[config.mk]
export PLATFORM = sky130hd
export DESIGN_NAME = dcnt_display
export DESIGN_NICKNAME = d
export VERILOG_FILES = /design/src/rtl/dcnt_pkg.sv /design/src/rtl/dcnt_divider.sv /design/src/rtl/dcnt_bin2bcd.sv /design/src/rtl/dcnt_scan.sv /design/src/rtl/dcnt_display.sv
export SDC_FILE = /design/constraint.sdc
export NUM_CORES = 1
export LEC_CHECK = 0
export ABC_AREA = 1
export BUFFER_PORTS_ARGS = -buffer_cell sky130_fd_sc_hd__clkbuf_2
export CAP_MARGIN = 20
export CORE_UTILIZATION = 60
export DETAILED_ROUTE_END_ITERATION = 8
export GPL_ROUTABILITY_DRIVEN = 0
export PLACE_DENSITY = 0.81
export RECOVER_POWER = 50
export SLEW_MARGIN = 20
export SYNTH_ARGS = -nofsm -noshare
export SYNTH_HDL_FRONTEND = slang
export SYNTH_SLANG_ARGS = --single-unit
[constraint.sdc]
create_clock -name clk -period 12.4 [get_ports clk]
set_input_delay 1.24 -clock clk [delete_from_list [all_inputs] [get_ports clk]]
set_output_delay 1.24 -clock clk [all_outputs]
set_load 0.01 [all_outputs]
[src/rtl/dcnt_pkg.sv]
package dcnt_pkg;

    localparam int DIGITS    = 4;
    localparam int NIB_W     = 4;
    localparam int BIN_W     = 14;
    localparam int SEG_W     = 8;
    localparam int MAX_COUNT = 9999;
    localparam int BCD_W     = DIGITS * NIB_W;

    typedef logic [NIB_W-1:0]               nibble_t;
    typedef logic [DIGITS-1:0][NIB_W-1:0]   bcd_word_t;
    typedef logic [BIN_W-1:0]               bin_count_t;

    // Active-low segment pattern, bit 0 = a ... bit 6 = g; non-decimal input blanks
    function automatic logic [6:0] seg_encode(input nibble_t d);
        logic [6:0] r;
        case (d)
            4'd0: r = 7'h40;
            4'd1: r = 7'h79;
            4'd2: r = 7'h24;
            4'd3: r = 7'h30;
            4'd4: r = 7'h19;
            4'd5: r = 7'h12;
            4'd6: r = 7'h02;
            4'd7: r = 7'h78;
            4'd8: r = 7'h00;
            4'd9: r = 7'h10;
            default: r = 7'h7F;
        endcase
        return r;
    endfunction

    // One correction step of the shift-and-add-three method
    function automatic nibble_t dabble_adj(input nibble_t n);
        return (n >= 4'd5) ? nibble_t'(n + 4'd3) : n;
    endfunction

endpackage

[src/rtl/dcnt_divider.sv]
module dcnt_divider #(
    parameter int DIV = 4
) (
    input  logic clk,
    input  logic rst_n,
    output logic tick
);
    localparam int W = (DIV > 1) ? $clog2(DIV) : 1;
    localparam logic [W-1:0] LAST = W'(DIV - 1);

    logic [W-1:0] cnt;

    assign tick = (cnt == LAST);

    always_ff @(posedge clk) begin
        if (!rst_n)     cnt <= '0;
        else if (tick)  cnt <= '0;
        else            cnt <= cnt + 1'b1;
    end

    // a step pulse lasts one cycle and is never followed directly by another
    p_tick_gap_r3: assert property (@(posedge clk) disable iff (!rst_n)
        tick |=> !tick);

endmodule

[src/rtl/dcnt_bin2bcd.sv]
module dcnt_bin2bcd
    import dcnt_pkg::*;
#(
    parameter int IN_W   = BIN_W,
    parameter int N_DIG  = DIGITS
) (
    input  logic [IN_W-1:0]        bin,
    output logic [N_DIG*NIB_W-1:0] bcd
);
    localparam int SW = N_DIG * NIB_W + IN_W;

    logic [SW-1:0] scratch;

    // Correct each BCD nibble, then shift in the next binary bit
    always_comb begin
        scratch = '0;
        scratch[IN_W-1:0] = bin;
        for (int b = 0; b < IN_W; b++) begin
            for (int d = 0; d < N_DIG; d++) begin
                scratch[IN_W + NIB_W*d +: NIB_W] = dabble_adj(scratch[IN_W + NIB_W*d +: NIB_W]);
            end
            scratch = scratch << 1;
        end
        bcd = scratch[SW-1:IN_W];
    end

endmodule

[src/rtl/dcnt_scan.sv]
module dcnt_scan
    import dcnt_pkg::*;
(
    input  logic             clk,
    input  logic             rst_n,
    input  logic             step,
    input  bcd_word_t        digits,
    output logic [SEG_W-1:0] seg_n,
    output logic [DIGITS-1:0] sel_n
);
    localparam logic [DIGITS-1:0] SEL_RESET = {{(DIGITS-1){1'b1}}, 1'b0};

    always_ff @(posedge clk) begin
        if (!rst_n)     sel_n <= SEL_RESET;
        else if (step)  sel_n <= {sel_n[0], sel_n[DIGITS-1:1]};
    end

    // Route the digit whose select is low; any illegal pattern blanks all lines
    always_comb begin
        seg_n = '1;
        for (int i = 0; i < DIGITS; i++) begin
            if (sel_n == ~(DIGITS'(1) << i))
                seg_n = {1'b1, seg_encode(digits[i])};
        end
    end

    // exactly one digit enabled at a time
    p_sel_onecold_r6: assert property (@(posedge clk) disable iff (!rst_n)
        $countones(sel_n) == DIGITS - 1);

    // select only moves on a scan step
    p_sel_hold_r6: assert property (@(posedge clk) disable iff (!rst_n)
        !step |=> $stable(sel_n));

    // decimal point dark while a legal digit is shown
    p_dp_dark_r8: assert property (@(posedge clk) disable iff (!rst_n)
        seg_n[SEG_W-1]);

endmodule

[src/rtl/dcnt_display.sv]
module dcnt_display
    import dcnt_pkg::*;
#(
    parameter int TICK_DIV = 50_000_000,
    parameter int SCAN_DIV = 50_000
) (
    input  logic              clk,
    input  logic              rst_n,
    input  logic              count_en,
    output logic [SEG_W-1:0]  seg_n,
    output logic [DIGITS-1:0] dig_sel_n,
    output logic [BCD_W-1:0]  bcd_digits
);
    localparam bin_count_t LAST_VAL = bin_count_t'(MAX_COUNT);

    logic       sec_tick;
    logic       scan_tick;
    logic       advance;
    bin_count_t count;
    bcd_word_t  digits;

    dcnt_divider #(.DIV(TICK_DIV)) u_sec_div (
        .clk  (clk),
        .rst_n(rst_n),
        .tick (sec_tick)
    );

    dcnt_divider #(.DIV(SCAN_DIV)) u_scan_div (
        .clk  (clk),
        .rst_n(rst_n),
        .tick (scan_tick)
    );

    assign advance = sec_tick & count_en;

    always_ff @(posedge clk) begin
        if (!rst_n)                          count <= '0;
        else if (advance && count == LAST_VAL) count <= '0;
        else if (advance)                    count <= count + 1'b1;
    end

    dcnt_bin2bcd #(.IN_W(BIN_W), .N_DIG(DIGITS)) u_conv (
        .bin(count),
        .bcd(bcd_digits)
    );

    assign digits = bcd_word_t'(bcd_digits);

    dcnt_scan u_scan (
        .clk   (clk),
        .rst_n (rst_n),
        .step  (scan_tick),
        .digits(digits),
        .seg_n (seg_n),
        .sel_n (dig_sel_n)
    );

    // count stays inside the decimal range
    p_count_range_r2: assert property (@(posedge clk) disable iff (!rst_n)
        count <= LAST_VAL);

    // step from the top value lands on zero
    p_count_wrap_r2: assert property (@(posedge clk) disable iff (!rst_n)
        (advance && count == LAST_VAL) |=> (count == '0));

    // disabled count does not move
    p_count_hold_r5: assert property (@(posedge clk) disable iff (!rst_n)
        !count_en |=> $stable(count));

    // every converted nibble is a decimal digit
    for (genvar g = 0; g < DIGITS; g++) begin : g_digit_chk
        p_digit_range_r4: assert property (@(posedge clk) disable iff (!rst_n)
            digits[g] <= nibble_t'(9));
    end

endmodule

* Word-level counts from Yosys, hierarchy flattened *
Memories as Yosys holds them, arrays and structs flattened.
Cells that the tools add are included.

cells by class
  $add $sub $neg = 49
  $lt $le $gt $ge = 46
  muxes and demuxes = 50
  eq/ne operators = 7
  bitwise operators = 2
  reductions and logical operators = 4

operators by type and width
  operator                 count
  $ge A4 B3 Y1 const B     42
  $mux W4                  36
  $add A4 B2 Y4 const B    33
  $mux W3                  10
  $mux W7                  4
  $add A3 B2 Y3 const B    9
  $add A26 B1 Y26 const B  1
  $eq A26 B26 Y1 const B   1
  $add A16 B1 Y16 const B  1
  $eq A16 B16 Y1 const B   1
  $add A14 B1 Y14 const B  1
  $eq A14 B14 Y1 const B   1
  $add A1 B2 Y3 const B    4
  $eq A4 B4 Y1 const B     3
  $ge A1 B3 Y1 const B     4
  $reduce_or A2 Y1         3
  $eq A4 B3 Y1 const B     1
  $and A1 B1 Y1            1
  $logic_and A1 B1 Y1      1
  $not A1 Y1               1

storage, ports and cells
  bits in read-only memories = 448
  word-level logic and storage cells = 166
  register bits = 60
  input port bits = 3
  memories kept = 4
  output and inout port bits = 28

memory list
  memory            words  width  rd ports  clocked after Yosys merged registers in  write ports  line            text
  (name not given)  16     7      1         0                                        0            dcnt_pkg.sv:17  case (d)
  (name not given)  16     7      1         0                                        0            dcnt_pkg.sv:17
  (name not given)  16     7      1         0                                        0            dcnt_pkg.sv:17
  (name not given)  16     7      1         0                                        0            dcnt_pkg.sv:17

* Logic depth before layout (Yosys ltp) *
An unclocked memory read counts as a cell.

  depth after elaboration = 31
  mapped depth = 86
  mapped depth without buffers = 86

* Hierarchy *
A second synthesis with hierarchy kept.

unflattened totals
  cells, all modules = 1112
  area total of the unflattened synthesis = 6749.0 sq um

by module, submodules not included
  module                      area an instance (sq um)  cells an instance  times used
  dcnt_bin2bcd                2688.8                    484                1
  dcnt_divider at u_sec_div   1396.3                    212                1
  dcnt_scan                   1044.8                    180                1
  dcnt_divider at u_scan_div  855.8                     129                1
  dcnt_display                763.2                     107                1

* Worst setup path before layout *
No wires, ideal clock.

  kind = reg2out
  from = register count[11]
  to = output seg_n[3]
  cell stages (with the launch flop) = 78
  data required time = 11.160 ns
  data arrival time = 9.159 ns
  slack = 2.001 ns
  path through = dfxtp_1 > inv_2 > ha_1 > inv_1 > ha_1 > inv_2 > nand2_1 > nand2_1 > nand2_2 > ha_1 > inv_1 > or2_1 > nand3_2 > nand2_1 > nand2_1 > nand2_1 > inv_1 > ha_1 > (+42 left out) > inv_1 > ha_1 > o21ai_2 > nand2_2 > xor2_1 > inv_1 > ha_1 > o21ai_2 > nand2_2 > xnor2_2 > inv_1 > ha_1 > o21ai_0 > nor2_1 > o21ai_0 > inv_1 > nand3_1 > nand2_1

RTL lines
  what                                           line                text
  start, declared                                dcnt_display.sv:19  bin_count_t count;
  start signal, assigned                         dcnt_display.sv:39  else if (advance) count <= count + 1'b1;
  $add A4 B2 Y4 or $ge A4 B3 Y1 (tied branches)  dcnt_pkg.sv:35      return (n >= 4'd5) ? nibble_t'(n + 4'd3) : n;
  $mux W4 *                                      dcnt_pkg.sv:35
  $add A4 B2 Y4 or $ge A4 B3 Y1 (tied branches)  dcnt_pkg.sv:35
  $mux W4                                        dcnt_pkg.sv:35
  $add A4 B2 Y4 or $ge A4 B3 Y1 (tied branches)  dcnt_pkg.sv:35
  $mux W4                                        dcnt_pkg.sv:35
  $ge A4 B3 Y1 or $add A4 B2 Y4 (tied branches)  dcnt_pkg.sv:35
  $mux W4                                        dcnt_pkg.sv:35
  (+9 left out)                                  -
  $mux W4                                        dcnt_pkg.sv:35
  $add A4 B2 Y4 or $ge A4 B3 Y1 (tied branches)  dcnt_pkg.sv:35
  $mux W4                                        dcnt_pkg.sv:35
  $add A4 B2 Y4 or $ge A4 B3 Y1 (tied branches)  dcnt_pkg.sv:35
  $mux W4 *                                      dcnt_pkg.sv:35
  via bcd_digits[9]                              dcnt_display.sv:12  output logic [BCD_W-1:0] bcd_digits
  $mem_v2 Z16 W7 *                               -
  $mux W7 * (2 in a row)                         dcnt_scan.sv:22     if (sel_n == ~(DIGITS'(1) << i))
  end, declared                                  dcnt_display.sv:10  output logic [SEG_W-1:0] seg_n,

The timed path passes the listed nets; every way through them passes the cells marked *.

* Final worst setup path *
  from = register count[11]
  to = output seg_n[3]

on the way
  word-level cells in the longest chain between the ends = 27

ends and longest elaborated chain
  what                                           line
  $add A4 B2 Y4 or $ge A4 B3 Y1 (tied branches)  dcnt_pkg.sv:35
  $mux W4 *                                      dcnt_pkg.sv:35
  $add A4 B2 Y4 or $ge A4 B3 Y1 (tied branches)  dcnt_pkg.sv:35
  $mux W4                                        dcnt_pkg.sv:35
  $add A4 B2 Y4 or $ge A4 B3 Y1 (tied branches)  dcnt_pkg.sv:35
  $mux W4                                        dcnt_pkg.sv:35
  $ge A4 B3 Y1 or $add A4 B2 Y4 (tied branches)  dcnt_pkg.sv:35
  $mux W4                                        dcnt_pkg.sv:35
  (+9 left out)                                  -
  $mux W4                                        dcnt_pkg.sv:35
  $ge A4 B3 Y1 or $add A4 B2 Y4 (tied branches)  dcnt_pkg.sv:35
  $mux W4                                        dcnt_pkg.sv:35
  $add A4 B2 Y4 or $ge A4 B3 Y1 (tied branches)  dcnt_pkg.sv:35
  $mux W4                                        dcnt_pkg.sv:35
  $mem_v2 Z16 W7                                 -
  $mux W7 (3 in a row)                           dcnt_scan.sv:22
  $mux W7 *                                      dcnt_scan.sv:22

Every way passes the cells marked *; elsewhere a longest branch is shown, timed or not.

==> reports/qor_table.md <==
| Item | This run |
|:---|:---|
| Fraction of post-synthesis cell area in the top cell type by area | 0.187 |
| Final Instance Area | 6960 um^2 |
| Crit path depth | 78 |
| Initial antenna violation count | 0 |
| Maximum count of clock buffers along a single path | 2 |
| Antenna cell count | 0 |
| Aggregate global-route resource usage | 0.236 |
| H-tree depth reported by CTS | 3 |
| Maximum vdd ir drop | 0.0634 mV |
| Arr. time, crit path | 10.03 ns |
| Final clock skew | 0.0110 ns |
| Area Growth Syn to Fin | 8.38% |
| Kind of end point of the critical path | primary output |
| Total core area | 10,400 um^2 |
| Cell variety after synth | 50 |
| Die ar. | 11,100 um^2 |
| Width of the chip | 105 um |
| Worst r2r dst | u_sec_div.cnt[25]$_SDFF_PP0_ |
| Commonest non-fill, non-tap cells in the layout | sky130_fd_sc_hd__nand2_1, sky130_fd_sc_hd__inv_1, sky130_fd_sc_hd__nand3_1 |
| Mapped Cells | 1,041 |
| Source of the worst register-to-register timing path | u_sec_div.cnt[0]$_SDFF_PP0_ |
| Classification of the worst setup path | reg2out |
| Run status | completed |
| Setup TNS | 0 ns |
| Number of buffer cells added on primary ports | 29 |
| Starting density of the core | 0.619 |
| Mapped Nets | 1,097 |
| Yosys top cell by area | sky130_fd_sc_hd__dfxtp_1 |
| Via-per-instance ratio | 5.09 |
| Place WS | 1.07 ns |
| Leak Pwr | 3.77 nW |
| Area contributors post-synth | sky130_fd_sc_hd__dfxtp_1, sky130_fd_sc_hd__nand2_1, sky130_fd_sc_hd__ha_1 |
| Clock insertion delay at the later pin of the skew report | 0.33 ns |
| Total power | 0.394 mW |
| Class of the tightest hold or removal check | reg2reg |
| Share of the yosys chip area belonging to registers | 0.187 |
| Power per unit of standard cell area | 56.6 nW/um^2 |
| Final min period | 11.27 ns |
| Share of post-route cells with drive strength above 1 | 0.161 |
| Vertical die dimension | 105 um |
| Async set-reset flop share out of synthesis | 0 |
| Mean instance size in the synthesized netlist | 6.17 um^2 |
| Family with the most delay on the worst path | adder cells |
| Count of pins over their slew limit | 0 |
| Per-cell routed wire length | 10.1 um |
| Total number of placement rows | 37 |
| End-of-flow core utilization | 0.671 |
| Vias | 6,205 |
| Clock tree from TritonCTS | built |
| Vias in the first global route | 5,624 |
| Maximum Capacitance Violations | 0 |
| Final routed DRC violation total | 0 |
| Maximum single-stage delay on the critical path | 0.41 ns |
| TritonCTS sink count | 60 |
| HPWL Detailed | 9970 um |
| Fmax | 0.0887 GHz |
| Cells on worst reg2reg path | 15 |
| Placement Cell Area | 6710 um^2 |
| Primary FF master, synth | sky130_fd_sc_hd__dfxtp_1 |
| Final worst setup slack | 1.13 ns |
| Count of hold buffers inserted by post-cts repair | 0 |
| Fill cell count | 953 |
| Global-route congestion overflow total | 0 |
| Leading cell type in the layout, fill and taps excluded | sky130_fd_sc_hd__nand2_1 |
| First-pass DRT Iterations | 5 |
| Clock transition at the registers of the reported paths | 0.07 ns |
| Startpoint types | flop |
| Endpoint of the most critical setup path | seg_n[3] |
| Clock buffers created by TritonCTS | 9 |
| Total wirelength of the detailed-routed design | 12,300 um |
| Critical-path top delay cell | sky130_fd_sc_hd__dfxtp_2 |
| Flip-flop and latch count after synthesis | 60 |
| Number of top-level pins | 31 |
| Cell at the root of the clock tree | sky130_fd_sc_hd__clkbuf_8 |
| Share of the clock period used by the worst path | 0.909 |
| Number of warnings issued by yosys | 0 |
| Data required time at the worst endpoint | 11.16 ns |
| Number of nets with antenna violations after routing | 0 |
| Worst-case headroom to the max-slew limit | 0.433 |
| Startpoint of the most critical setup path | count[11]$_SDFFE_PP0P_ |
| Maximum number of pins on one net before global-route repair | 26 |
| Most common cell type on the critical path | sky130_fd_sc_hd__inv_1 |
| Final hold violation count | 0 |
| Post-synthesis cell area | 6420 um^2 |
| Setup violations, final | 0 |
| Least-Margin Pin Slew | 0.849 ns |
| Number of enable-type register cells in the synthesized netlist | 0 |
| Global-route wire length before repair | 22,500 um |
| FF-to-FF setup slack | 9.54 ns |
| Layout Nets | 1,133 |
| Worst path buffer plus inverter count | 22 |
| DRC violation total after the first TritonRoute iteration | 319 |
| CP max FO | 8 |
flip-flops by register name (all words and copies together) (netlist names):
signal          count
count              14
u_sec_div.cnt      26
u_scan.sel_n        4
u_scan_div.cnt     16
what timing repair did:
action | 4_1_cts | 5_1_grt
resized for setup | 0 | 9
setup endpoints to repair | 0 | 7
setup buffers | 0 | 1
final cells by class:
type / instances / area, um^2 / share of cell area
well taps: 136 / 170 / 0.0245
clock inverters: 5 / 75.1 / 0.0108
clock buffers: 11 / 141 / 0.0203
flip-flops and latches: 60 / 1200 / 0.173
repair buffers: 31 / 150 / 0.0216
multi-input cells: 773 / 4460 / 0.641
inverters: 202 / 758 / 0.109
power by group:
part	switching (mW)	internal (mW)
logic	0.00541	0.00234
clock network	0.0736	0.118
registers	0.000944	0.194
total	0.0799	0.314
Yosys cell counts (2+ instances only):
cell type,instances
sky130_fd_sc_hd__o21a_1,5
sky130_fd_sc_hd__nand3b_1,4
sky130_fd_sc_hd__or2_1,3
sky130_fd_sc_hd__nand3_1,91
sky130_fd_sc_hd__and2_4,2
sky130_fd_sc_hd__a21oi_2,2
sky130_fd_sc_hd__a21oi_1,36
sky130_fd_sc_hd__nand2_4,11
sky130_fd_sc_hd__o21ai_1,13
sky130_fd_sc_hd__o211ai_1,3
sky130_fd_sc_hd__nor3b_1,12
sky130_fd_sc_hd__xnor2_1,2
sky130_fd_sc_hd__nor2_1,77
sky130_fd_sc_hd__o21ai_0,34
sky130_fd_sc_hd__nand3_2,15
sky130_fd_sc_hd__buf_4,2
sky130_fd_sc_hd__nor4_1,12
sky130_fd_sc_hd__clkbuf_1,4
sky130_fd_sc_hd__clkinv_1,3
sky130_fd_sc_hd__a211oi_1,4
sky130_fd_sc_hd__inv_1,172
sky130_fd_sc_hd__o21ai_2,7
sky130_fd_sc_hd__a21o_1,2
sky130_fd_sc_hd__nand2_2,54
sky130_fd_sc_hd__o21bai_1,2
sky130_fd_sc_hd__xor2_2,4
sky130_fd_sc_hd__o22ai_1,2
sky130_fd_sc_hd__and3_1,4
sky130_fd_sc_hd__nand2_1,237
sky130_fd_sc_hd__dfxtp_1,60
sky130_fd_sc_hd__xor2_1,13
sky130_fd_sc_hd__inv_2,27
sky130_fd_sc_hd__nand4_1,18
sky130_fd_sc_hd__nor3_1,34
sky130_fd_sc_hd__and2_1,3
sky130_fd_sc_hd__ha_1,53
through the flow:
| stage | instances | hold slack, ns |
|---|---|---|
| after global placement | 1201 | 0.430 |
| after floorplan | 1041 | 0.418 |
| after CTS | 1217 | 0.451 |
| after global routing | 1218 | 0.477 |
| final | 1218 | 0.450 |
| after detailed placement | 1201 | 0.438 |
metal layers:
layer / wire (um) / track usage / vias to the layer above / share of wire
li1: - / - / 3415 / -
met1: 6290 / 0.307 / 2703 / 0.51
met2: 5640 / 0.413 / 78 / 0.46
met3: 307 / 0.0377 / 9 / 0.025
met4: 89 / 0.0382 / 0 / 0.0072
met5: 0 / 0 / - / 0
how the worst min path moves through the flow:
stage	from	end	cells past startpoint
4_1_cts	u_scan_div.cnt[0]$_SDFF_PP0_	u_scan_div.cnt[0]$_SDFF_PP0_	1
3_3_place_gp	u_sec_div.cnt[0]$_SDFF_PP0_	u_sec_div.cnt[0]$_SDFF_PP0_	1
2_1_floorplan	u_scan_div.cnt[0]$_SDFF_PP0_	u_scan_div.cnt[0]$_SDFF_PP0_	1
5_1_grt	u_sec_div.cnt[0]$_SDFF_PP0_	u_sec_div.cnt[0]$_SDFF_PP0_	1
6_report	u_scan_div.cnt[0]$_SDFF_PP0_	u_scan_div.cnt[0]$_SDFF_PP0_	1
3_5_place_dp	u_sec_div.cnt[0]$_SDFF_PP0_	u_sec_div.cnt[0]$_SDFF_PP0_	1
cells by family (layout without fill, tap and decap cells):
| logic type | count (synthesis) | count (layout) | share of synthesized area |
|---|---|---|---|
| buffers and inverters | 208 | 249 | 0.123 |
| flip-flops | 60 | 60 | 0.187 |
| AND/OR/NAND/NOR | 581 | 581 | 0.441 |
| XOR/XNOR | 20 | 20 | 0.0331 |
| adder cells (fa/ha/maj) | 53 | 53 | 0.103 |
| AO/OA/AOI/OAI | 117 | 117 | 0.110 |
| multiplexers | 1 | 1 | 0.00156 |
| other | 1 | 1 | 0.000584 |
Power figures use the tool's default switching activity.
